<file path="config.mk">
export PLATFORM = sky130hd
export DESIGN_NAME = evstat_bank
export DESIGN_NICKNAME = d
export VERILOG_FILES = /design/src/rtl/evstat_pkg.sv /design/src/rtl/evstat_sync.sv /design/src/rtl/evstat_evreg.sv /design/src/rtl/evstat_bank.sv
export SDC_FILE = /design/constraint.sdc
export NUM_CORES = 1
export LEC_CHECK = 0
export CAP_MARGIN = 30
export CORE_ASPECT_RATIO = 2
export CORE_MARGIN = 5
export CORE_UTILIZATION = 60
export CTS_CLUSTER_SIZE = 8
export DETAILED_ROUTE_END_ITERATION = 8
export DONT_BUFFER_PORTS = 1
export HOLD_SLACK_MARGIN = 0.15
export PLACE_DENSITY = 0.76
export SKIP_LAST_GASP = 1
export SYNTH_ARGS = -nofsm -noshare
export SYNTH_HDL_FRONTEND = slang
export SYNTH_SLANG_ARGS = --single-unit
</file>
<file path="constraint.sdc">
create_clock -name clk -period 1.55 [get_ports clk]
set_input_delay 0.0775 -clock clk [delete_from_list [all_inputs] [get_ports clk]]
set_output_delay 0.0775 -clock clk [all_outputs]
set_load 0.05 [all_outputs]
</file>
<file path="src/rtl/evstat_pkg.sv">
package evstat_pkg;
    // event register widths
    localparam int ACQ_W = 1;
    localparam int CR_W  = 6;
    localparam int LT_W  = 2;
    localparam int JIT_W = 3;

    // synchronised source vector layout
    localparam int S_ACQ   = 0;
    localparam int S_LOCK  = 1;
    localparam int S_RX1   = 2;
    localparam int S_RX2   = 3;
    localparam int S_LTD   = 4;
    localparam int S_LTF   = 5;
    localparam int S_JEF   = 6;
    localparam int S_JSL   = 7;
    localparam int S_JAS   = 8;
    localparam int NSRC    = 9;

    // operation status word
    localparam int OPS_W     = 16;
    localparam int OPS_CLCK  = 7;
    localparam int OPS_LTEST = 8;
    localparam int OPS_ACQ   = 9;
    localparam int OPS_JIT   = 12;

    // register addresses
    localparam int A_ACQ_EV = 0;
    localparam int A_CR_EV  = 1;
    localparam int A_LT_EV  = 2;
    localparam int A_JIT_EV = 3;
    localparam int A_ACQ_EN = 4;
    localparam int A_CR_EN  = 5;
    localparam int A_LT_EN  = 6;
    localparam int A_JIT_EN = 7;

    typedef struct packed {
        logic suppress;
    } top_state_t;
endpackage

</file>
<file path="src/rtl/evstat_sync.sv">
module evstat_sync #(
    parameter int W = 1
) (
    input  logic         clk,
    input  logic         rst_n,
    input  logic [W-1:0] async_i,
    output logic [W-1:0] level_o,
    output logic [W-1:0] rise_o,
    output logic [W-1:0] fall_o
);
    logic [W-1:0] s1_d, s1_q, s2_d, s2_q, s3_d, s3_q;

    always_comb begin
        s1_d = async_i;
        s2_d = s1_q;
        s3_d = s2_q;
    end

    always_ff @(posedge clk or negedge rst_n) begin
        if (!rst_n) begin
            s1_q <= '0;
            s2_q <= '0;
            s3_q <= '0;
        end else begin
            s1_q <= s1_d;
            s2_q <= s2_d;
            s3_q <= s3_d;
        end
    end

    assign level_o = s2_q;
    assign rise_o  = s2_q & ~s3_q;
    assign fall_o  = ~s2_q & s3_q;
endmodule

</file>
<file path="src/rtl/evstat_evreg.sv">
module evstat_evreg #(
    parameter int W = 1
) (
    input  logic         clk,
    input  logic         rst_n,
    input  logic [W-1:0] set_i,
    input  logic         rd_clr_i,
    input  logic         en_wr_i,
    input  logic [W-1:0] en_wdata_i,
    output logic [W-1:0] ev_o,
    output logic [W-1:0] en_o,
    output logic         hit_o
);
    logic [W-1:0] ev_d, ev_q, en_d, en_q;

    always_comb begin
        // a set in the clearing cycle survives the clear
        ev_d = (rd_clr_i ? '0 : ev_q) | set_i;
        en_d = en_wr_i ? en_wdata_i : en_q;
    end

    always_ff @(posedge clk or negedge rst_n) begin
        if (!rst_n) begin
            ev_q <= '0;
            en_q <= '0;
        end else begin
            ev_q <= ev_d;
            en_q <= en_d;
        end
    end

    assign ev_o  = ev_q;
    assign en_o  = en_q;
    assign hit_o = |(ev_q & en_q);
endmodule

</file>
<file path="src/rtl/evstat_bank.sv">
module evstat_bank
    import evstat_pkg::*;
#(
    parameter int ADDR_W = 3,
    parameter int RD_W   = 16
) (
    input  logic              clk,
    input  logic              rst_n,
    input  logic              acq_done,
    input  logic              cr_locked,
    input  logic              rx1_sig,
    input  logic              rx2_sig,
    input  logic              lt_done,
    input  logic              lt_fail,
    input  logic              jit_edge_fail,
    input  logic              jit_sync_lost,
    input  logic              jit_autoscale,
    input  logic              relock_req,
    input  logic              relock_done,
    input  logic [ADDR_W-1:0] addr,
    input  logic              wr,
    input  logic [CR_W-1:0]   wdata,
    input  logic              rd,
    output logic [RD_W-1:0]   rdata,
    output logic [OPS_W-1:0]  opstat
);
    localparam int NREG = 4;

    logic [NSRC-1:0] src, lvl, rise, fall;
    top_state_t st_d, st_q;

    logic [ACQ_W-1:0] acq_set, acq_ev, acq_en;
    logic [CR_W-1:0]  cr_set, cr_ev, cr_en;
    logic [LT_W-1:0]  lt_set, lt_ev, lt_en;
    logic [JIT_W-1:0] jit_set, jit_ev, jit_en;
    logic [NREG-1:0]  rd_clr, en_wr;
    logic acq_hit, cr_hit, lt_hit, jit_hit;
    logic unused_ok;

    assign src = {jit_autoscale, jit_sync_lost, jit_edge_fail, lt_fail, lt_done,
                  rx2_sig, rx1_sig, cr_locked, acq_done};

    evstat_sync #(.W(NSRC)) u_sync (
        .clk(clk), .rst_n(rst_n), .async_i(src),
        .level_o(lvl), .rise_o(rise), .fall_o(fall)
    );

    // bits without a consumer
    assign unused_ok = ^{lvl[NSRC-1:S_RX1], lvl[S_ACQ], fall[NSRC-1:S_LTD], fall[S_ACQ]};

    // strobe decode per register group
    generate
        for (genvar g = 0; g < NREG; g++) begin : g_dec
            assign rd_clr[g] = rd && (int'(addr) == A_ACQ_EV + g);
            assign en_wr[g]  = wr && (int'(addr) == A_ACQ_EN + g);
        end
    endgenerate

    // relock suppression state
    always_comb begin
        st_d = st_q;
        if (relock_done)
            st_d.suppress = 1'b0;
        else if (relock_req && lvl[S_LOCK])
            st_d.suppress = 1'b1;
    end

    always_ff @(posedge clk or negedge rst_n) begin
        if (!rst_n) st_q <= '0;
        else        st_q <= st_d;
    end

    // set vectors
    always_comb begin
        acq_set    = rise[S_ACQ];
        cr_set[0]  = fall[S_LOCK] & ~st_q.suppress;
        cr_set[1]  = rise[S_LOCK] & ~st_q.suppress;
        cr_set[2]  = fall[S_RX1];
        cr_set[3]  = rise[S_RX1];
        cr_set[4]  = fall[S_RX2];
        cr_set[5]  = rise[S_RX2];
        lt_set     = {rise[S_LTF], rise[S_LTD]};
        jit_set    = {rise[S_JAS], rise[S_JSL], rise[S_JEF]};
    end

    evstat_evreg #(.W(ACQ_W)) u_acq (
        .clk(clk), .rst_n(rst_n), .set_i(acq_set), .rd_clr_i(rd_clr[0]),
        .en_wr_i(en_wr[0]), .en_wdata_i(wdata[ACQ_W-1:0]),
        .ev_o(acq_ev), .en_o(acq_en), .hit_o(acq_hit)
    );
    evstat_evreg #(.W(CR_W)) u_cr (
        .clk(clk), .rst_n(rst_n), .set_i(cr_set), .rd_clr_i(rd_clr[1]),
        .en_wr_i(en_wr[1]), .en_wdata_i(wdata[CR_W-1:0]),
        .ev_o(cr_ev), .en_o(cr_en), .hit_o(cr_hit)
    );
    evstat_evreg #(.W(LT_W)) u_lt (
        .clk(clk), .rst_n(rst_n), .set_i(lt_set), .rd_clr_i(rd_clr[2]),
        .en_wr_i(en_wr[2]), .en_wdata_i(wdata[LT_W-1:0]),
        .ev_o(lt_ev), .en_o(lt_en), .hit_o(lt_hit)
    );
    evstat_evreg #(.W(JIT_W)) u_jit (
        .clk(clk), .rst_n(rst_n), .set_i(jit_set), .rd_clr_i(rd_clr[3]),
        .en_wr_i(en_wr[3]), .en_wdata_i(wdata[JIT_W-1:0]),
        .ev_o(jit_ev), .en_o(jit_en), .hit_o(jit_hit)
    );

    // summary word
    always_comb begin
        opstat            = '0;
        opstat[OPS_CLCK]  = cr_hit;
        opstat[OPS_LTEST] = lt_hit;
        opstat[OPS_ACQ]   = acq_hit | (lt_ev[0] & acq_en[0]);
        opstat[OPS_JIT]   = jit_hit;
    end

    // read mux
    always_comb begin
        rdata = '0;
        case (int'(addr))
            A_ACQ_EV: rdata[ACQ_W-1:0] = acq_ev;
            A_CR_EV:  rdata[CR_W-1:0]  = cr_ev;
            A_LT_EV:  rdata[LT_W-1:0]  = lt_ev;
            A_JIT_EV: rdata[JIT_W-1:0] = jit_ev;
            A_ACQ_EN: rdata[ACQ_W-1:0] = acq_en;
            A_CR_EN:  rdata[CR_W-1:0]  = cr_en;
            A_LT_EN:  rdata[LT_W-1:0]  = lt_en;
            A_JIT_EN: rdata[JIT_W-1:0] = jit_en;
            default:  rdata = '0;
        endcase
    end
endmodule

</file>
==> PnR_summary.wiki, run 1 <==
{| class="wikitable"
! Metric !! Value
|-
| Maximum capacitance violations || 0
|-
| Antenna diode count || 0
|-
| Internal power consumption || 2120 µW
|-
| Part of the total power dissipated in the clock network || 24.7%
|-
| Pins over their slew limit || 0
|-
| Boundary pin count || 56
|-
| Placement Rows || 31
|-
| Capturing point of the worst reg2reg path || u_acq.en_o$_DFFE_PN0P_
|-
| EDFF count, synth || 0
|-
| Number of I/O port buffers || 0
|-
| Critical Path RT || 1.47 ns
|-
| Fraction of final layout cells with drive strength greater than 1 || ~19%
|-
| Initial core utilization || 60.6%
|-
| Distinct cell type count of the synthesized netlist || 37
|-
| Final count of negative-setup-slack endpoints || 0
|-
| Combinational Power Share || 22.9%
|-
| Total wire length || around 4300 µm
|-
| Static leakage || 0.00119 µW
|-
| Total number of vias || 1342
|-
| Global-route congestion overflow total || 0
|-
| Clock tree from TritonCTS || yes
|-
| Final #Nets || 228
|-
| Commonest cells after routing, fill and taps aside || sky130_fd_sc_hd__dfrtp_1 (52), sky130_fd_sc_hd__dlygate4sd3_1 (26), sky130_fd_sc_hd__conb_1 (22)
|-
| Wire length per cell || 17.0 µm
|-
| Fin cells || 254
|-
| Switching share of power || 30.4%
|-
| Warnings from Yosys || 0
|-
| Worst reg2reg startpoint || u_acq.en_o$_DFFE_PN0P_
|-
| Clock Tree Buf Depth || 2
|-
| Later-pin clock latency in the skew report || 0.29 ns
|-
| Hold Vio Cnt, Final || 0
|-
| Worst rel slew slack || 65.9%
|-
| Total placed cells including tap cells || between 200 and 250
|-
| Final core area utilization || 72.1%
|-
| Number of iterations in the first detailed-routing pass || 4
|-
| CTS root buffer || sky130_fd_sc_hd__clkbuf_8
|-
| Total net switching power || 925 µW
|-
| Endpoint class of the critical path || output pin
|-
| Arrival @ worst endpoint || ~1.5 ns
|-
| P&R area growth vs syn || 19.0%
|-
| Path type of the worst min-delay path || input pin to flop
|-
| Top-area cell type share of the netlist area || 60.2%
|-
| Unrepaired setup endpoints after global routing || true
|-
| First-pass GRT wire length || 6610 µm
|-
| Leading post-synthesis cells by cell area || sky130_fd_sc_hd__dfrtp_1 (60%), sky130_fd_sc_hd__buf_4 (8.7%), sky130_fd_sc_hd__mux2_2 (6.8%), sky130_fd_sc_hd__mux2i_1 (2.3%), sky130_fd_sc_hd__o21ai_0 (1.9%)
|-
| Area of the mapped netlist || approximately 0.0022 mm²
|-
| Number of cells on the worst hold path || 2
|-
| Outcome || finished clean
|-
| Most used flip-flop cell after synthesis || sky130_fd_sc_hd__dfrtp_1
|-
| Via density per instance || roughly 5.3
|-
| # clock sinks || 52
|-
| Worst Max-Slew Pin Slew || ~0.5 ns
|-
| DRC viols || 0
|-
| DIE AREA || ~0.0050 mm²
|-
| Most common cell after layout, fill and taps aside || sky130_fd_sc_hd__dfrtp_1
|-
| Relative contribution of sequential cells to total power || between 50 and 60%
|-
| Final critical-path required period || 1.55 ns
|-
| Origin of the worst min-delay path || addr[2]
|-
| Cts bufs inserted || 5
|-
| Flops & latches, synth || 52
|-
| Mapped Cells || 169
|-
| Worst setup path category || flop to output pin
|-
| Instance area after placement || about 0.0022 mm²
|-
| Type of element launching the critical path || flop
|-
| Pin count of the biggest net entering global routing || 53
|-
| Source of the critical timing path || u_lt.ev_o[0]$_DFF_PN0_
|-
| Max H-tree Level || 2
|-
| Power Density || 1180 mW/mm²
|-
| Antenna Nets Post-Route || 0
|-
| Async set or reset register ratio after synthesis || 100%
|-
| Endpoint with the worst hold slack || u_cr.en_o[3]$_DFFE_PN0P_
|-
| Register-to-Register Setup Slack || between 0.2 and 0.25 ns
|-
| Initial antenna violation count || 0
|-
| Worst-case vdd ir drop || slightly below 0.001 V
|-
| Highest achievable clock rate || 646 MHz
|-
| Global Route Usage Sum || 18.7%
|-
| Number of inserted filler cells in the final layout || 243
|-
| Post-layout instance area || 0.00257 mm²
|-
| RD Place Congestion || just over 0.8
|-
| Final period utilization || between 90% and 100%
|-
| Average cell area after synthesis || about 13 µm²
|-
| Post-DP HPWL || about 2900 µm
|-
| Share of the yosys chip area belonging to registers || 60.2%
|-
| Horizontal die dimension || 52.4 µm
|-
| Register-to-Register Path Depth || 2
|-
| Core area || 0.00357 mm²
|-
| Number of global-route vias before repair || 1441
|-
| Clk pin slew, worst setup/hold paths || 0.09 ns
|-
| Cell type with the largest total area after synthesis || sky130_fd_sc_hd__dfrtp_1
|-
| Critical path peak fanout || 2
|-
| Initial DRC count || 23
|-
| Die Span Y || 94.9 µm
|-
| Total chip power || 3040 µW
|-
| Worst setup skew after layout || 0.00958 ns
|}
[power groups by stage]
stage | Sequential, µW | Combinational, µW | Clock, µW
global route | 1610 | 739 | 851
floorplan | 1580 | 566 | 0
finish | 1590 | 699 | 752
detailed placement | 1620 | 563 | 0
CTS | 1590 | 684 | 783
global placement | 1610 | 546 | 0
[cells by family (layout without fill, tap and decap cells)]
logic type / Yosys count / count (layout) / synth area share (%)
compound gates: 29 / 29 / 9.67
buf+inv: 40 / 55 / 11.9
flops: 52 / 52 / 60.2
mux: 19 / 19 / 10.3
other cells: 1 / 22 / 0.173
simple gates: 28 / 28 / 7.81
[metrics by stage]
stage | worst slack [ns] | hold slack, ns | setup TNS [ns]
floorplan | 0.161 | -0.218 | 0
global placement | 0.201 | -0.217 | 0
CTS | -0.0177 | 0.0841 | -0.0177
global route | -0.0671 | 0.226 | -0.107
detailed placement | 0.202 | -0.217 | 0
finish | 0.00244 | 0.234 | 0
[flip-flops by register name, indices dropped and copies added, names as in the netlist]
register	cells
st_q	1
u_acq.en_o	1
u_acq.ev_o	1
u_cr.en_o	6
u_cr.ev_o	6
u_jit.en_o	3
u_jit.ev_o	3
u_lt.en_o	2
u_lt.ev_o	2
u_sync.level_o	9
u_sync.s1_q	9
u_sync.s3_q	9
[worst max-delay path by stage]
stage	to	slack (ns)	cells past startpoint
2_1_floorplan	rdata[1]	0.16	3
3_3_place_gp	rdata[1]	0.20	4
3_5_place_dp	rdata[1]	0.20	4
6_report	rdata[0]	0.002	4
4_1_cts	rdata[0]	-0.02	4
5_1_grt	rdata[0]	-0.07	4
[layer usage]
| layer | vias up | GRT usage (%) | routed length (µm) |
|---|---|---|---|
| li1 | 604 | - | - |
| met1 | 672 | 18.0 | 1440 |
| met2 | 50 | 34.0 | 2530 |
| met3 | 16 | 3.95 | 170 |
| met4 | 0 | 11.5 | 171 |
| met5 | - | 0 | 0 |
[cell usage after synthesis, drive strengths merged (2+ instances only)]
cell type and instances:
a211o 2, a21oi 2, a22o 4, a22oi 3, a32oi 2, buf 29
dfrtp 52, inv 10, mux2 13, mux2i 5, nand2 3, nand2b 3
nand3 4, nand4b 2, nor2 7, nor3b 2, o21ai 8, o2bb2ai 3
[worst max-delay path: stages, from the launching register on]
cell                      delay, ns
sky130_fd_sc_hd__dfrtp_1       0.39
sky130_fd_sc_hd__a21oi_1       0.08
sky130_fd_sc_hd__a211o_1       0.30
sky130_fd_sc_hd__a32oi_2       0.23
sky130_fd_sc_hd__buf_6         0.19
[timing repair]
action,CTS,global route
resized for setup,5,3
hold buffers,28,1
endpoints found under the setup margin,3,6
endpoints found under the hold margin,80,6
setup buffers,1,1
pin swaps,6,2
[area by class of cell]
class | instances | area, µm² | share of cell area (%)
repair buffers | 37 | 384 | 14.9
clock inverters | 1 | 7.51 | 0.292
multi-input cells | 98 | 696 | 27.0
flip-flops and latches | 52 | 1300 | 50.6
inverters | 10 | 37.5 | 1.46
clock buffers | 7 | 86.3 | 3.35
well taps | 49 | 61.3 | 2.38
(Power assumes the default switching activity.)
==> inputs of run 2 (changes only) <==
clock period = 1.7 ns   (was 1.55 ns; I/O delays follow)
==> run 2 against run 1 <==
Final area down 1.7%; sequential share of layout area up 0.85 points; clock-buffer cell count down 2; wire length up 1.5%; sequential cell count unchanged; global-route usage up 0.50 points; clock skew down 0.0014 ns; clock power down 6.1%.
==> PnR_summary.wiki, run 2 (synthesized netlist as in run 1, its figures left out) <==
{| class="wikitable"
! Metric !! Value
|-
| Outcome || finished clean (unchanged)
|-
| Worst rel slew slack || 62.0% (was 65.9%)
|-
| Type of element launching the critical path || input pin (was flop)
|-
| Boundary pin count || 56 (unchanged)
|-
| Wire length per cell || 17.4 µm (was 17.0 µm)
|-
| Final #Nets || 225 (was 228)
|-
| Number of global-route vias before repair || 1462 (was 1441)
|-
| Clock tree from TritonCTS || yes (unchanged)
|-
| Antenna Nets Post-Route || 0 (unchanged)
|-
| Placement Rows || 31 (unchanged)
|-
| Die Span Y || 94.9 µm (unchanged)
|-
| Cts bufs inserted || 5 (unchanged)
|-
| Clock Tree Buf Depth || 2 (unchanged)
|-
| Number of iterations in the first detailed-routing pass || 4 (unchanged)
|-
| Global-route congestion overflow total || 0 (unchanged)
|-
| # clock sinks || 52 (unchanged)
|-
| P&R area growth vs syn || 17.1% (was 19.0%)
|-
| Most common cell after layout, fill and taps aside || sky130_fd_sc_hd__dfrtp_1 (unchanged)
|-
| Total wire length || 4380 µm (was 4310 µm)
|-
| Total chip power || 2760 µW (was 3040 µW)
|-
| Part of the total power dissipated in the clock network || 25.6% (was 24.7%)
|-
| Antenna diode count || 0 (unchanged)
|-
| Post-DP HPWL || 2830 µm (was 2880 µm)
|-
| Post-layout instance area || 0.00253 mm² (was 0.00257 mm²)
|-
| Register-to-Register Path Depth || 2 (unchanged)
|-
| Later-pin clock latency in the skew report || 0.30 ns (was 0.29 ns)
|-
| Combinational Power Share || 21.7% (was 22.9%)
|-
| Critical path peak fanout || 12 (was 2)
|-
| Relative contribution of sequential cells to total power || 52.7% (was 52.3%)
|-
| Fraction of final layout cells with drive strength greater than 1 || 16.8% (was 18.5%)
|-
| Clk pin slew, worst setup/hold paths || 0.10 ns (was 0.09 ns)
|-
| Initial core utilization || 60.6% (unchanged)
|-
| Power Density || 1090 mW/mm² (was 1180 mW/mm²)
|-
| DIE AREA || 0.00498 mm² (unchanged)
|-
| Highest achievable clock rate || 596 MHz
|-
| Number of cells on the worst hold path || 3 (was 2)
|-
| Max H-tree Level || 2 (unchanged)
|-
| Static leakage || 0.00116 µW (was 0.00119 µW)
|-
| Core area || 0.00357 mm² (unchanged)
|-
| Global Route Usage Sum || 19.2% (was 18.7%)
|-
| Internal power consumption || 1870 µW (was 2120 µW)
|-
| Register-to-Register Setup Slack || 0.35 ns (was 0.21 ns)
|-
| Critical Path RT || 1.89 ns (was 1.47 ns)
|-
| Path type of the worst min-delay path || input pin to flop (unchanged)
|-
| Endpoint class of the critical path || flop (was output pin)
|-
| Total net switching power || 887 µW (was 925 µW)
|-
| Final critical-path required period || 1.68 ns
|-
| RD Place Congestion || 0.827 (was 0.813)
|-
| Arrival @ worst endpoint || 1.87 ns (was 1.47 ns)
|-
| Instance area after placement || 0.00212 mm² (was 0.00216 mm²)
|-
| Horizontal die dimension || 52.4 µm (unchanged)
|-
| DRC viols || 0 (unchanged)
|-
| First-pass GRT wire length || 6790 µm (was 6610 µm)
|-
| Unrepaired setup endpoints after global routing || true (unchanged)
|-
| Hold Vio Cnt, Final || 0 (unchanged)
|-
| Maximum capacitance violations || 0 (unchanged)
|-
| Commonest cells after routing, fill and taps aside || sky130_fd_sc_hd__dfrtp_1 (52), sky130_fd_sc_hd__dlygate4sd3_1 (27), sky130_fd_sc_hd__conb_1 (22) (was sky130_fd_sc_hd__dfrtp_1 (52), sky130_fd_sc_hd__dlygate4sd3_1 (26), sky130_fd_sc_hd__conb_1 (22))
|-
| Initial antenna violation count || 0 (unchanged)
|-
| Worst Max-Slew Pin Slew || 0.569 ns (was 0.513 ns)
|-
| Switching share of power || 32.1% (was 30.4%)
|-
| Total number of vias || 1340 (was 1342)
|-
| Worst setup path category || input pin to flop (was flop to output pin)
|-
| Pins over their slew limit || 0 (unchanged)
|-
| CTS root buffer || sky130_fd_sc_hd__clkbuf_8 (unchanged)
|-
| Via density per instance || 5.34 (was 5.28)
|-
| Pin count of the biggest net entering global routing || 53 (unchanged)
|-
| Worst-case vdd ir drop || 0.000840 V (was 0.000982 V)
|-
| Final count of negative-setup-slack endpoints || 0 (unchanged)
|-
| Number of I/O port buffers || 0 (unchanged)
|-
| Worst setup skew after layout || 0.00820 ns (was 0.00958 ns)
|-
| Initial DRC count || 38 (was 23)
|-
| Final period utilization || ~100%
|}
## run 2: path summary, 6_finish.rpt
| path | from | end |
|---|---|---|
| worst max register to register | u_jit.en_o[0]$_DFFE_PN0P_ | u_jit.en_o[0]$_DFFE_PN0P_ |
| worst min-delay path | addr[1] | u_lt.ev_o[1]$_DFF_PN0_ |
| min in group asynchronous | rst_n | u_lt.ev_o[0]$_DFF_PN0_ |
| worst min register to register | u_sync.s1_q[0]$_DFF_PN0_ | u_sync.level_o[0]$_DFF_PN0_ |
| worst max-delay path | addr[1] | u_jit.en_o[2]$_DFFE_PN0P_ |
| max in group asynchronous | rst_n | u_sync.s1_q[2]$_DFF_PN0_ |
## run 2: stage by stage
stage	std cells	worst slack (ns)	util (%)	hold slack, ns	TNS, ns
2_1_floorplan	190	0.0983	-	-0.211	0
3_3_place_gp	214	0.343	59.4	-0.209	0
3_5_place_dp	214	0.352	59.4	-0.209	0
4_1_cts	250	0.0109	70.6	0.155	0
5_1_grt	251	-0.0241	70.9	0.181	-0.0335
6_report	251	0.0231	70.9	0.179	0
## run 2: what timing repair did
action | CTS | global route
pin swaps | 0 | 1
resized for setup | 1 | 3
setup endpoints to repair | 1 | 3
hold buffers | 28 | 0
setup buffers | 0 | 1
endpoints found under the hold margin | 80 | 0
## run 2: final cells by class
| class | instances | area, µm² |
|---|---|---|
| multi-input cells | 98 | 688 |
| clock buffers | 5 | 68.8 |
| clock inverters | 3 | 27.5 |
| inverters | 10 | 37.5 |
| flip-flops and latches | 52 | 1300 |
| repair buffers | 34 | 347 |
| fillers | 274 | 1040 |
| well taps | 49 | 61.3 |
## run 2: layer usage
metal  track usage (%)  vias up  routed length (µm)
li1                  -      599                   -
met1              18.3      661                1390
met2              34.2       58                2500
met3              4.27       22                 217
met4              13.4        0                 268
met5                 0        -                   0
## run 2: power by group through the flow
stage	Combinational (µW)	Sequential [µW]	Clock [µW]
global placement	474	1470	0
finish	599	1460	706
floorplan	512	1440	0
global route	636	1470	791
detailed placement	485	1480	0
CTS	583	1450	732
## run 2: critical path: stages
cell,delay (ns)
sky130_fd_sc_hd__dlygate4sd3_1,0.64
sky130_fd_sc_hd__nand4_1,0.15
sky130_fd_sc_hd__dlygate4sd3_1,0.62
sky130_fd_sc_hd__mux2_2,0.37
==> inputs of run 3 (changes only) <==
--- a/config.mk
+++ b/config.mk
@@ -8,5 +8,7 @@
 export CAP_MARGIN = 30
+export CELL_PAD_IN_SITES_DETAIL_PLACEMENT = 0
+export CELL_PAD_IN_SITES_GLOBAL_PLACEMENT = 2
 export CORE_ASPECT_RATIO = 2
 export CORE_MARGIN = 5
-export CORE_UTILIZATION = 60
+export CORE_UTILIZATION = 40
 export CTS_CLUSTER_SIZE = 8
@@ -15,3 +17,3 @@
 export HOLD_SLACK_MARGIN = 0.15
-export PLACE_DENSITY = 0.76
+export PLACE_DENSITY_LB_ADDON = 0.1
 export SKIP_LAST_GASP = 1
==> constraint.sdc (replaced) <==
create_clock -name clk -period 1.7 [get_ports clk]
set_input_delay 0.255 -clock clk [delete_from_list [all_inputs] [get_ports clk]]
set_output_delay 0.255 -clock clk [all_outputs]
set_load 0.05 [all_outputs]
==> run 3 against run 2 <==
Global-route usage shrank 6.4 points; highest routed layer unchanged; the run now ends with negative setup slack left; critical path type is now flop to output pin; final area is essentially flat; core utilization shrank 23 points; fmax shrank 1.4%.
==> PnR_summary.wiki, run 3 (synthesized netlist as in run 1, its figures left out) <==
{| class="wikitable"
! Metric !! Value
|-
| Worst setup path category || flop to output pin (was input pin to flop)
|-
| Final count of negative-setup-slack endpoints || 1 (was 0)
|-
| Worst reg2reg startpoint || u_sync.level_o[1]$_DFF_PN0_ (was u_jit.en_o[0]$_DFFE_PN0P_)
|-
| Maximum capacitance violations || 0 (unchanged)
|-
| Fin cells || 258 (was 251)
|-
| Number of iterations in the first detailed-routing pass || 4 (unchanged)
|-
| Static leakage || 0.00116 µW (about the same)
|-
| Hold Vio Cnt, Final || 0 (unchanged)
|-
| Total placed cells including tap cells || 226 (was 214)
|-
| Endpoint with the worst hold slack || u_acq.ev_o$_DFF_PN0_ (was u_lt.ev_o[1]$_DFF_PN0_)
|-
| Highest achievable clock rate || 588 MHz (was 596 MHz)
|-
| Total negative slack for setup checks || -0.00127 ns (was 0 ns)
|-
| Critical Path RT || 1.44 ns (was 1.89 ns)
|-
| Setup slack after layout || -0.00127 ns (was 0.0231 ns)
|-
| Antenna diode count || 0 (unchanged)
|-
| Number of I/O port buffers || 0 (unchanged)
|-
| Via density per instance || 4.88 (was 5.34)
|-
| Cts bufs inserted || 5 (unchanged)
|-
| Global-route congestion overflow total || 0 (unchanged)
|-
| DRC viols || 0 (unchanged)
|-
| RD Place Congestion || 0.791 (was 0.827)
|-
| Final #Nets || 222 (was 225)
|-
| Die Span Y || 114 µm (was 94.9 µm)
|-
| Clk pin slew, worst setup/hold paths || 0.09 ns (was 0.10 ns)
|-
| Horizontal die dimension || 62.0 µm (was 52.4 µm)
|-
| Type of element launching the critical path || flop (was input pin)
|-
| DIE AREA || 0.00706 mm² (was 0.00498 mm²)
|-
| Critical path peak fanout || 3 (was 12)
|-
| Violated checks || negative setup slack
|-
| Number of cells on the worst hold path || 3 (unchanged)
|-
| Worst Max-Slew Pin Slew || 0.513 ns (was 0.569 ns)
|-
| Wire length per cell || 15.8 µm (was 17.4 µm)
|-
| Most common cell after layout, fill and taps aside || sky130_fd_sc_hd__dfrtp_1 (unchanged)
|-
| Total wire length || 4070 µm (was 4380 µm)
|-
| Pins over their slew limit || 0 (unchanged)
|-
| Power Density || 1100 mW/mm² (was 1090 mW/mm²)
|-
| Initial core utilization || 40.6% (was 60.6%)
|-
| Capturing point of the worst reg2reg path || st_q$_DFFE_PN0P_ (was u_jit.en_o[0]$_DFFE_PN0P_)
|-
| Place WS || 0.178 ns (was 0.352 ns)
|-
| Max H-tree Level || 2 (unchanged)
|-
| Worst setup skew after layout || 0.00411 ns (was 0.00820 ns)
|-
| Boundary pin count || 56 (unchanged)
|-
| Register-to-Register Path Depth || 3 (was 2)
|-
| Fraction of final layout cells with drive strength greater than 1 || 21.2% (was 16.8%)
|-
| Total number of vias || 1260 (was 1340)
|-
| Endpoint class of the critical path || output pin (was flop)
|-
| Clock Tree Buf Depth || 2 (unchanged)
|-
| Placement Rows || 38 (was 31)
|-
| CTS root buffer || sky130_fd_sc_hd__clkbuf_8 (unchanged)
|-
| Final critical-path required period || 1.70 ns (was 1.68 ns)
|-
| Path type of the worst min-delay path || input pin to flop (unchanged)
|-
| Later-pin clock latency in the skew report || 0.29 ns (was 0.30 ns)
|-
| Core area || 0.00533 mm² (was 0.00357 mm²)
|-
| First-pass GRT wire length || 6580 µm (was 6790 µm)
|-
| Register-to-Register Setup Slack || 0.43 ns (was 0.35 ns)
|-
| Post-DP HPWL || 2830 µm (about the same)
|-
| Arrival @ worst endpoint || 1.45 ns (was 1.87 ns)
|-
| Antenna Nets Post-Route || 0 (unchanged)
|-
| Global Route Usage Sum || 12.8% (was 19.2%)
|-
| # clock sinks || 52 (unchanged)
|-
| P&R area growth vs syn || 17.2% (was 17.1%)
|-
| Unrepaired setup endpoints after global routing || true (unchanged)
|-
| Final period utilization || 100% (was 98.6%)
|-
| Commonest cells after routing, fill and taps aside || sky130_fd_sc_hd__dfrtp_1 (52), sky130_fd_sc_hd__conb_1 (22), sky130_fd_sc_hd__dlygate4sd3_1 (20) (was sky130_fd_sc_hd__dfrtp_1 (52), sky130_fd_sc_hd__dlygate4sd3_1 (27), sky130_fd_sc_hd__conb_1 (22))
|-
| Outcome || finished with violations (was finished clean)
|-
| Initial DRC count || 56 (was 38)
|-
| Initial antenna violation count || 0 (unchanged)
|-
| Worst rel slew slack || 65.9% (was 62.0%)
|-
| Origin of the worst min-delay path || rd (was addr[1])
|-
| Clock tree from TritonCTS || yes (unchanged)
|-
| Pin count of the biggest net entering global routing || 53 (unchanged)
|-
| Number of global-route vias before repair || 1319 (was 1462)
|-
| Worst-case vdd ir drop || 0.000684 V (was 0.000840 V)
|}
## run 3: per-stage QoR
step	cell area (µm²)	util [%]	power, µW	hold WS, ns
2_1_floorplan	2250	-	1960	-0.0406
3_3_place_gp	2160	40.6	1980	-0.0392
3_5_place_dp	2160	40.6	1980	-0.0392
4_1_cts	2510	47.1	2810	0.177
5_1_grt	2530	47.6	2940	0.202
6_report	2530	47.6	2780	0.186
## run 3: worst max path at each step
stage,from,to,slack (ns),cells after the start
6_report,u_jit.ev_o[0]$_DFF_PN0_,rdata[0],-0.001,4
5_1_grt,u_jit.ev_o[0]$_DFF_PN0_,rdata[0],-0.1,4
3_3_place_gp,u_cr.ev_o[1]$_DFF_PN0_,rdata[1],0.18,4
3_5_place_dp,u_cr.ev_o[1]$_DFF_PN0_,rdata[1],0.18,4
2_1_floorplan,addr[2],rdata[0],0.04,4
4_1_cts,u_jit.ev_o[0]$_DFF_PN0_,rdata[0],-0.02,4
## run 3: final cells by class
class                   instances  area (µm²)
fillers                       513        2790
flip-flops and latches         52        1300
multi-input cells              98         704
repair buffers                 31         319
clock buffers                   7        96.3
well taps                      60        75.1
inverters                      10        37.5
## run 3: worst max-delay path: stages (launching register included)
cell	delay [ns]
sky130_fd_sc_hd__dfrtp_1	0.39
sky130_fd_sc_hd__mux2i_1	0.10
sky130_fd_sc_hd__a211o_1	0.27
sky130_fd_sc_hd__a32oi_2	0.21
sky130_fd_sc_hd__buf_6	0.18
## run 3: per-layer routing
layer,track usage (%),vias up,share of wire [%]
met3,3.06,7,5.7
li1,-,593,-
met2,17.9,33,50
met1,18.5,627,42
met5,0,-,0
met4,5.67,0,2.1
## run 3: report_power, final
| group | switching [µW] | internal, µW |
|---|---|---|
| sequential | 87.2 | 1360 |
| combinational | 373 | 226 |
| clock | 368 | 363 |
| total | 828 | 1950 |
## run 3: timing repair
action	in CTS	in global routing
setup endpoints to repair	3	4
resized for setup	5	5
pin swaps	5	3
setup buffers	2	2
hold buffers	21	0
endpoints found under the hold margin	75	0
